$ cat config.mk
export PLATFORM = sky130hd
export DESIGN_NAME = window_watchdog
export DESIGN_NICKNAME = d
export VERILOG_FILES = /design/src/rtl/window_watchdog.sv
export SDC_FILE = /design/constraint.sdc
export NUM_CORES = 1
export LEC_CHECK = 0
export CAP_MARGIN = 20
export CORE_MARGIN = 3
export CORE_UTILIZATION = 35
export DETAILED_ROUTE_END_ITERATION = 10
export PLACE_DENSITY = 0.67
export SLEW_MARGIN = 20
export SYNTH_ARGS = -nofsm -noshare
export SYNTH_HDL_FRONTEND = slang
export SYNTH_SLANG_ARGS = --single-unit
$ cat constraint.sdc
create_clock -name clk -period 1.85 [get_ports clk]
set_input_delay 0.37 -clock clk [delete_from_list [all_inputs] [get_ports clk]]
set_output_delay 0.37 -clock clk [all_outputs]
set_load 0.005 [all_outputs]
$ cat src/rtl/window_watchdog.sv
module window_watchdog #(
  parameter int DIV_LOG2 = 12,
  parameter int CW = 7
) (
  input  logic        clk,
  input  logic        rst_n,
  input  logic        bus_wr,
  input  logic [3:0]  bus_addr,
  input  logic [31:0] bus_wdata,
  output logic [31:0] bus_rdata,
  output logic        irq_o,
  output logic        rst_req_o
);
  localparam int PW = DIV_LOG2 + 3;
  localparam logic [CW-1:0] MID = CW'(1 << (CW - 1));
  localparam logic [3:0] A_CTRL = 4'h0, A_CFG = 4'h4, A_STAT = 4'h8;

  logic          armed, ie, flag, req_q;
  logic [CW-1:0] cnt, win;
  logic [1:0]    rate;
  logic [PW-1:0] ph, mask;

  wire ctrl_wr = bus_wr && bus_addr == A_CTRL;
  wire cfg_wr  = bus_wr && bus_addr == A_CFG;
  wire stat_wr = bus_wr && bus_addr == A_STAT;

  assign mask = {PW{1'b1}} >> (2'd3 - rate);
  wire tick     = (ph & mask) == mask;
  wire step     = tick && !ctrl_wr;
  wire armed_nx = armed | (ctrl_wr & bus_wdata[CW]);
  wire bad_wr   = ctrl_wr && armed_nx && (!bus_wdata[CW-1] || cnt > win);
  wire expire   = armed && step && cnt == MID;

  always_ff @(posedge clk) begin
    if (!rst_n) begin
      armed <= 1'b0;
      ie    <= 1'b0;
      flag  <= 1'b0;
      req_q <= 1'b0;
      cnt   <= '1;
      win   <= '1;
      rate  <= '0;
      ph    <= '0;
    end else begin
      req_q <= bad_wr | expire;
      armed <= armed_nx;
      ph    <= ctrl_wr ? '0 : ph + 1'b1;
      if (ctrl_wr)   cnt <= bus_wdata[CW-1:0];
      else if (tick) cnt <= cnt - 1'b1;
      if (cfg_wr) begin
        win  <= bus_wdata[CW-1:0];
        rate <= bus_wdata[CW+1:CW];
        ie   <= ie | bus_wdata[CW+2];
      end
      if (step && cnt == MID + 1'b1)  flag <= 1'b1;
      else if (stat_wr && !bus_wdata[0]) flag <= 1'b0;
    end
  end

  always_comb begin
    bus_rdata = '0;
    case (bus_addr)
      A_CTRL: bus_rdata[CW:0]   = {armed, cnt};
      A_CFG:  bus_rdata[CW+2:0] = {ie, rate, win};
      A_STAT: bus_rdata[0]      = flag;
      default: ;
    endcase
  end

  assign irq_o     = flag & ie;
  assign rst_req_o = req_q;

  p_hold_r2: assert property (@(posedge clk) disable iff (!rst_n)
    (!ctrl_wr && !tick) |=> $stable(cnt));
  p_arm_sticky_r3: assert property (@(posedge clk) disable iff (!rst_n)
    armed |=> armed);
  p_expire_r4: assert property (@(posedge clk) disable iff (!rst_n)
    (armed && step && cnt == MID) |=> rst_req_o);
  p_early_r6: assert property (@(posedge clk) disable iff (!rst_n)
    (ctrl_wr && armed && cnt > win) |=> rst_req_o);
  p_warn_r7: assert property (@(posedge clk) disable iff (!rst_n)
    (step && cnt == MID + 1'b1) |=> flag);
  p_ie_sticky_r9: assert property (@(posedge clk) disable iff (!rst_n)
    ie |=> ie);
  p_quiet_r11: assert property (@(posedge clk) disable iff (!rst_n)
    rst_req_o |-> armed);
endmodule

# Word level (Yosys, flattened, before mapping)
# Cells that the tools add are included.
[word_totals]
reg_bits = 35
inputBits = 39
out_inout_bits = 34
word_cells = 50
[op_classes]
n_addsub = 3
n_lt_le_gt_ge = 1
eq_ne = 5
shift = 1
muxes = 7
bitwise_logic = 7
reduce_logical = 18
[op_table]
columns = ["op", "n"]
rows = [
  ["$add 15x1->15 const B", 1],
  ["$and 15x15->15", 1],
  ["$eq 15x15->1", 1],
  ["$shr 15x2->15 const A", 1],
  ["$eq 7x7->1 const B", 2],
  ["$mux 7", 2],
  ["$pmux 7 s2", 1],
  ["$logic_and 1x1->1", 10],
  ["$gt 7x7->1", 1],
  ["$sub 7x1->7 const B", 1],
  ["$eq 4x3->1 const B", 1],
  ["$eq 4x4->1 const B", 1],
  ["$logic_not 4->1", 1],
  ["$reduce_bool 2->1", 2],
  ["$logic_not 1->1", 3],
  ["$or 1x1->1", 3],
  ["$pmux 1 s3", 1],
  ["$and 1x1->1", 2],
  ["$mux 1", 2],
  ["$mux 2", 1],
  ["$reduce_or 2->1", 1],
  ["$sub 2x2->2 const A", 1],
  ["$logic_or 1x1->1", 1],
  ["$not 1->1", 1],
]

# Longest topological paths before layout
[logic_depth]
depth_word = 8
ltp_mapped = 7
depth_no_buf = 7

# Worst setup path before layout
# Ideal clock, no wire load.
[synth_timing]
kind = "register to register"
from = "register ph[0]"
to = "register cnt[5]"
setup_time_ns = 0.122
arrival_ns = 1.743
t_required_ns = 1.728
setup_slack_ns = -0.015
stages_incl_launch_ff = 7
path_buffers = 0
synth_period_minus_slack_ns = 1.865
cell_sequence = "dfxtp_1 > ha_1 > nand4_1 > nor4_4 > nand4_4 > o31a_1 > o32a_1"
[synth_via]
elab_chain_cells = 3
[synth_rtl]
columns = ["item", "line", "source"]
rows = [
  ["start, declared", "21", "logic [PW-1:0] ph, mask;"],
  ["start signal, assigned", "47", "ph <= ctrl_wr ? '0 : ph + 1'b1;"],
  ["$and 15x15->15", "28", "wire tick = (ph & mask) == mask;"],
  ["$eq 15x15->1", "28", ""],
  ["$reduce_bool 2->1 (no line)", "n/a", ""],
  ["end signal, assigned", "48", "if (ctrl_wr) cnt <= bus_wdata[CW-1:0];"],
  ["end signal, assigned", "49", "else if (tick) cnt <= cnt - 1'b1;"],
  ["end, declared", "19", "logic [CW-1:0] cnt, win;"],
]
# Every way passes these cells.
# A chain may end at the register's enable or synchronous reset.

# Worst setup path in the final report
# Ends and elaborated chain as after synthesis.

==> flow_summary_export.csv <==
group,metric,value,unit
clock_tree,cts_tree,"done",
power,power.density,562.5,nW/um2
timing,period_minus_slack,1.823,ns
grt,antenna_found_initial,0,
logic_synthesis,synth_top_cell_area_share,33.23,%
logic_synthesis,yosysWarnings,0,
logic_synthesis,yosysSeqAreaShare,33.23,%
clock_tree,htreeDepth,2,
finish,synthToLayoutAreaGrowth,30.33,%
grt,grt_pass1_vias,1721,
finish,drive_above_1_share,19.75,%
power,ir_drop,0.2834,mV
clock_tree,cts_hold_buf,0,
outcome,status,"completed",
critical_path,crit_slowest_cell,"dfxtp_2",
logic_synthesis,synthTopCellsByArea,"dfxtp_1 (33%), buf_4 (7.8%), ha_1 (6.5%)",
placed_design,dp_worst_setup_slack,-0.5076,ns
timing,fin_ws,0.02673,ns
logic_synthesis,syn_inst,257,
critical_path,worstSetupPathType,"reg2reg",
placed_design,port_buffers,28,
finish,antennaDiodeCount,0,
logic_synthesis,synth_area,2108,um2
detailed_routing,vias,1892,
detailed_routing,dr.first_iter.drc_count,75,
critical_path,worstPathCellList,"ha_4 > nand4_1 > nor4_4 > buf_4 > nand4_4 > o31a_1 > o32a_1",
logic_synthesis,synth_area_leader_cell,"dfxtp_1",
die,dieArea,6991,um2
flow_run,drv_cap,0,
timing,setup_tns,0,ns
critical_path,worstPathArrival,2.00,ns
logic_synthesis,synth_seq_cells,35,
clock_tree,cts-root-buf,"clkbuf_8",
timing,setup_viol,0,
critical_path,cp.buffers_inverters,1,
die,initial_utilization,37.15,%
clock_tree,path_clk_slew,0.07,ns
placed_design,dp_hpwl,3.622,mm
detailed_routing,viasPerCell,4.839,
timing,final_hold_viol_count,0,
detailed_routing,routedWlPerCell,12.28,um
logic_synthesis,synth_edf_count,0,
grt,grt_usage,13.79,%
die,ios,73,
grt,grt-ovfl-total,0,
logic_synthesis,ys.flop_type,"dfxtp_1",
grt,grt_max_degree,15,
clock_tree,cts_made_buffers,5,
detailed_routing,wl,4.803,mm
min_path,hp-class,"reg2reg",
timing,holdWs,0.4920,ns
grt,grt_pass1_wl,7.893,mm
placed_design,place_congestion,0.7969,
power,p_leak,1.251,nW
die,coreArea,5675,um2
critical_path,max_stage_delay,0.36,ns
die,die_width,83.61,um
logic_synthesis,async_flop_share,0,%
logic_synthesis,avgSynthCellArea,8.203,um2
critical_path,cp_top_family,"compound AO/OA/AOI/OAI gates",
critical_path,end_kind,"flip-flop",
clock_tree,cts.sinks,35,
detailed_routing,dr.pass1.iters,5,
clock_tree,cts_buffer_depth,2,
die,rows,27,
timing,rsz0062_at_grt,"true",
finish,post-route-util,48.41,%
detailed_routing,postRouteAntennaNets,0,
critical_path,critical_path.max_fanout,6,
timing,finalCritPeriodShare,98.56,%
finish,final_area,2748,um2
die,die_height,83.61,um
detailed_routing,drcViolationCount,0,
critical_path,start_kind,"flip-flop",
finish,fin_nets,368,
clock_tree,clk_latency,0.29,ns
timing,clock_skew,0.005139,ns
logic_synthesis,ys_types,40,
critical_path,cp.required,2.03,ns
timing,slew_viol_final,0,
timing,fmax,0.5485,GHz
placed_design,dpl-instance-area,2628,um2
==> power breakdown <==
part | total [W] | switching, W | internal (W)
clock | 0.000527 | 0.000264 | 0.000264
sequential | 0.000787 | 0.0000162 | 0.000771
combinational | 0.000231 | 0.000112 | 0.000119
==> synth_stat cells (all sizes together), types with 3 or more instances <==
cell	n
xnor2	6
dfxtp	35
mux2i	10
o21ai	5
o211ai	8
nor4	3
a31oi	3
nor2	26
nor2b	4
nand3	15
a21oi	5
ha	11
inv	16
nor3	8
buf	24
clkbuf	6
xor2	7
nand3b	3
nand2	29
and3	4
nand4	9
==> cell families after synthesis <==
family | share of synthesized area (%)
mux | 5.816
other cells | 0.1779
fa+ha+maj | 6.528
xor+xnor | 5.401
flops | 33.23
simple gates | 26.11
buf+inv | 12.11
compound gates | 10.62
==> tightest hold or removal path, delay by kind of cell (launching register included) <==
family | cells | cell delay [ns]
AO/OA/AOI/OAI | 1 | 0.07
flip-flops | 1 | 0.32
AND/OR/NAND/NOR | 1 | 0.05
==> cell usage in the layout, fill, tap and decap left out, types with 10 or more instances in the layout <==
master           count
dfxtp_1             33
nor2_1              23
ha_1                10
clkdlybuf4s50_1     14
buf_4               31
conb_1              22
inv_1               16
nand2_1             28
nand3_1             13
mux2i_1             10
==> worst paths after layout <==
| kind | depth (start not counted) | start | endpoint | slack [ns] |
|---|---|---|---|---|
| worst min-delay path | 2 | rate[0]$_SDFFE_PN0P_ | rate[0]$_SDFFE_PN0P_ | 0.49 |
| worst max-delay path | 7 | ph[0]$_SDFF_PP0_ | cnt[5]$_SDFFE_PN1P_ | 0.03 |
| worst max register to register | 7 | ph[0]$_SDFF_PP0_ | cnt[5]$_SDFFE_PN1P_ | 0.03 |
| worst min register to register | 2 | rate[0]$_SDFFE_PN0P_ | rate[0]$_SDFFE_PN0P_ | 0.49 |
==> layout make-up <==
class | instances | area, um2
Fill cell | 570 | 2928
Multi-Input combinational cell | 197 | 1272
Sequential cell | 35 | 703.2
Clock buffer | 7 | 76.32
Clock inverter | 1 | 5.005
Timing Repair Buffer | 63 | 540.5
Tap cell | 72 | 90.09
Inverter | 16 | 60.06
==> flip-flops by register name, indices dropped and copies added, names as in the netlist <==
register   cells
ph            15
cnt            7
win            7
rate           2
armed          1
flag           1
ie             1
rst_req_o      1
==> through the flow <==
stage / std cells / total power (W)
CTS: 392 / 0.001559
floorplan: 278 / 0.0009391
detailed placement: 380 / 0.001026
global route: 391 / 0.001619
global placement: 380 / 0.001021
finish: 391 / 0.001545
==> metal layers <==
layer	track usage [%]	up-vias	part of all wire [%]
li1	-	970	-
met1	17.94	858	47
met2	21.91	56	44
met3	3.455	8	6.8
met4	5.263	0	1.7
met5	0	-	0
==> repair_timing <==
item | in CTS | in global routing
hold endpoints to repair | 0 | 0
gates resized for setup | 42 | 6
setup buffers | 4 | 1
endpoints found under the setup margin | 33 | 11
pin swaps | 3 | 2
No activity file was read; power rests on OpenSTA's default activity.
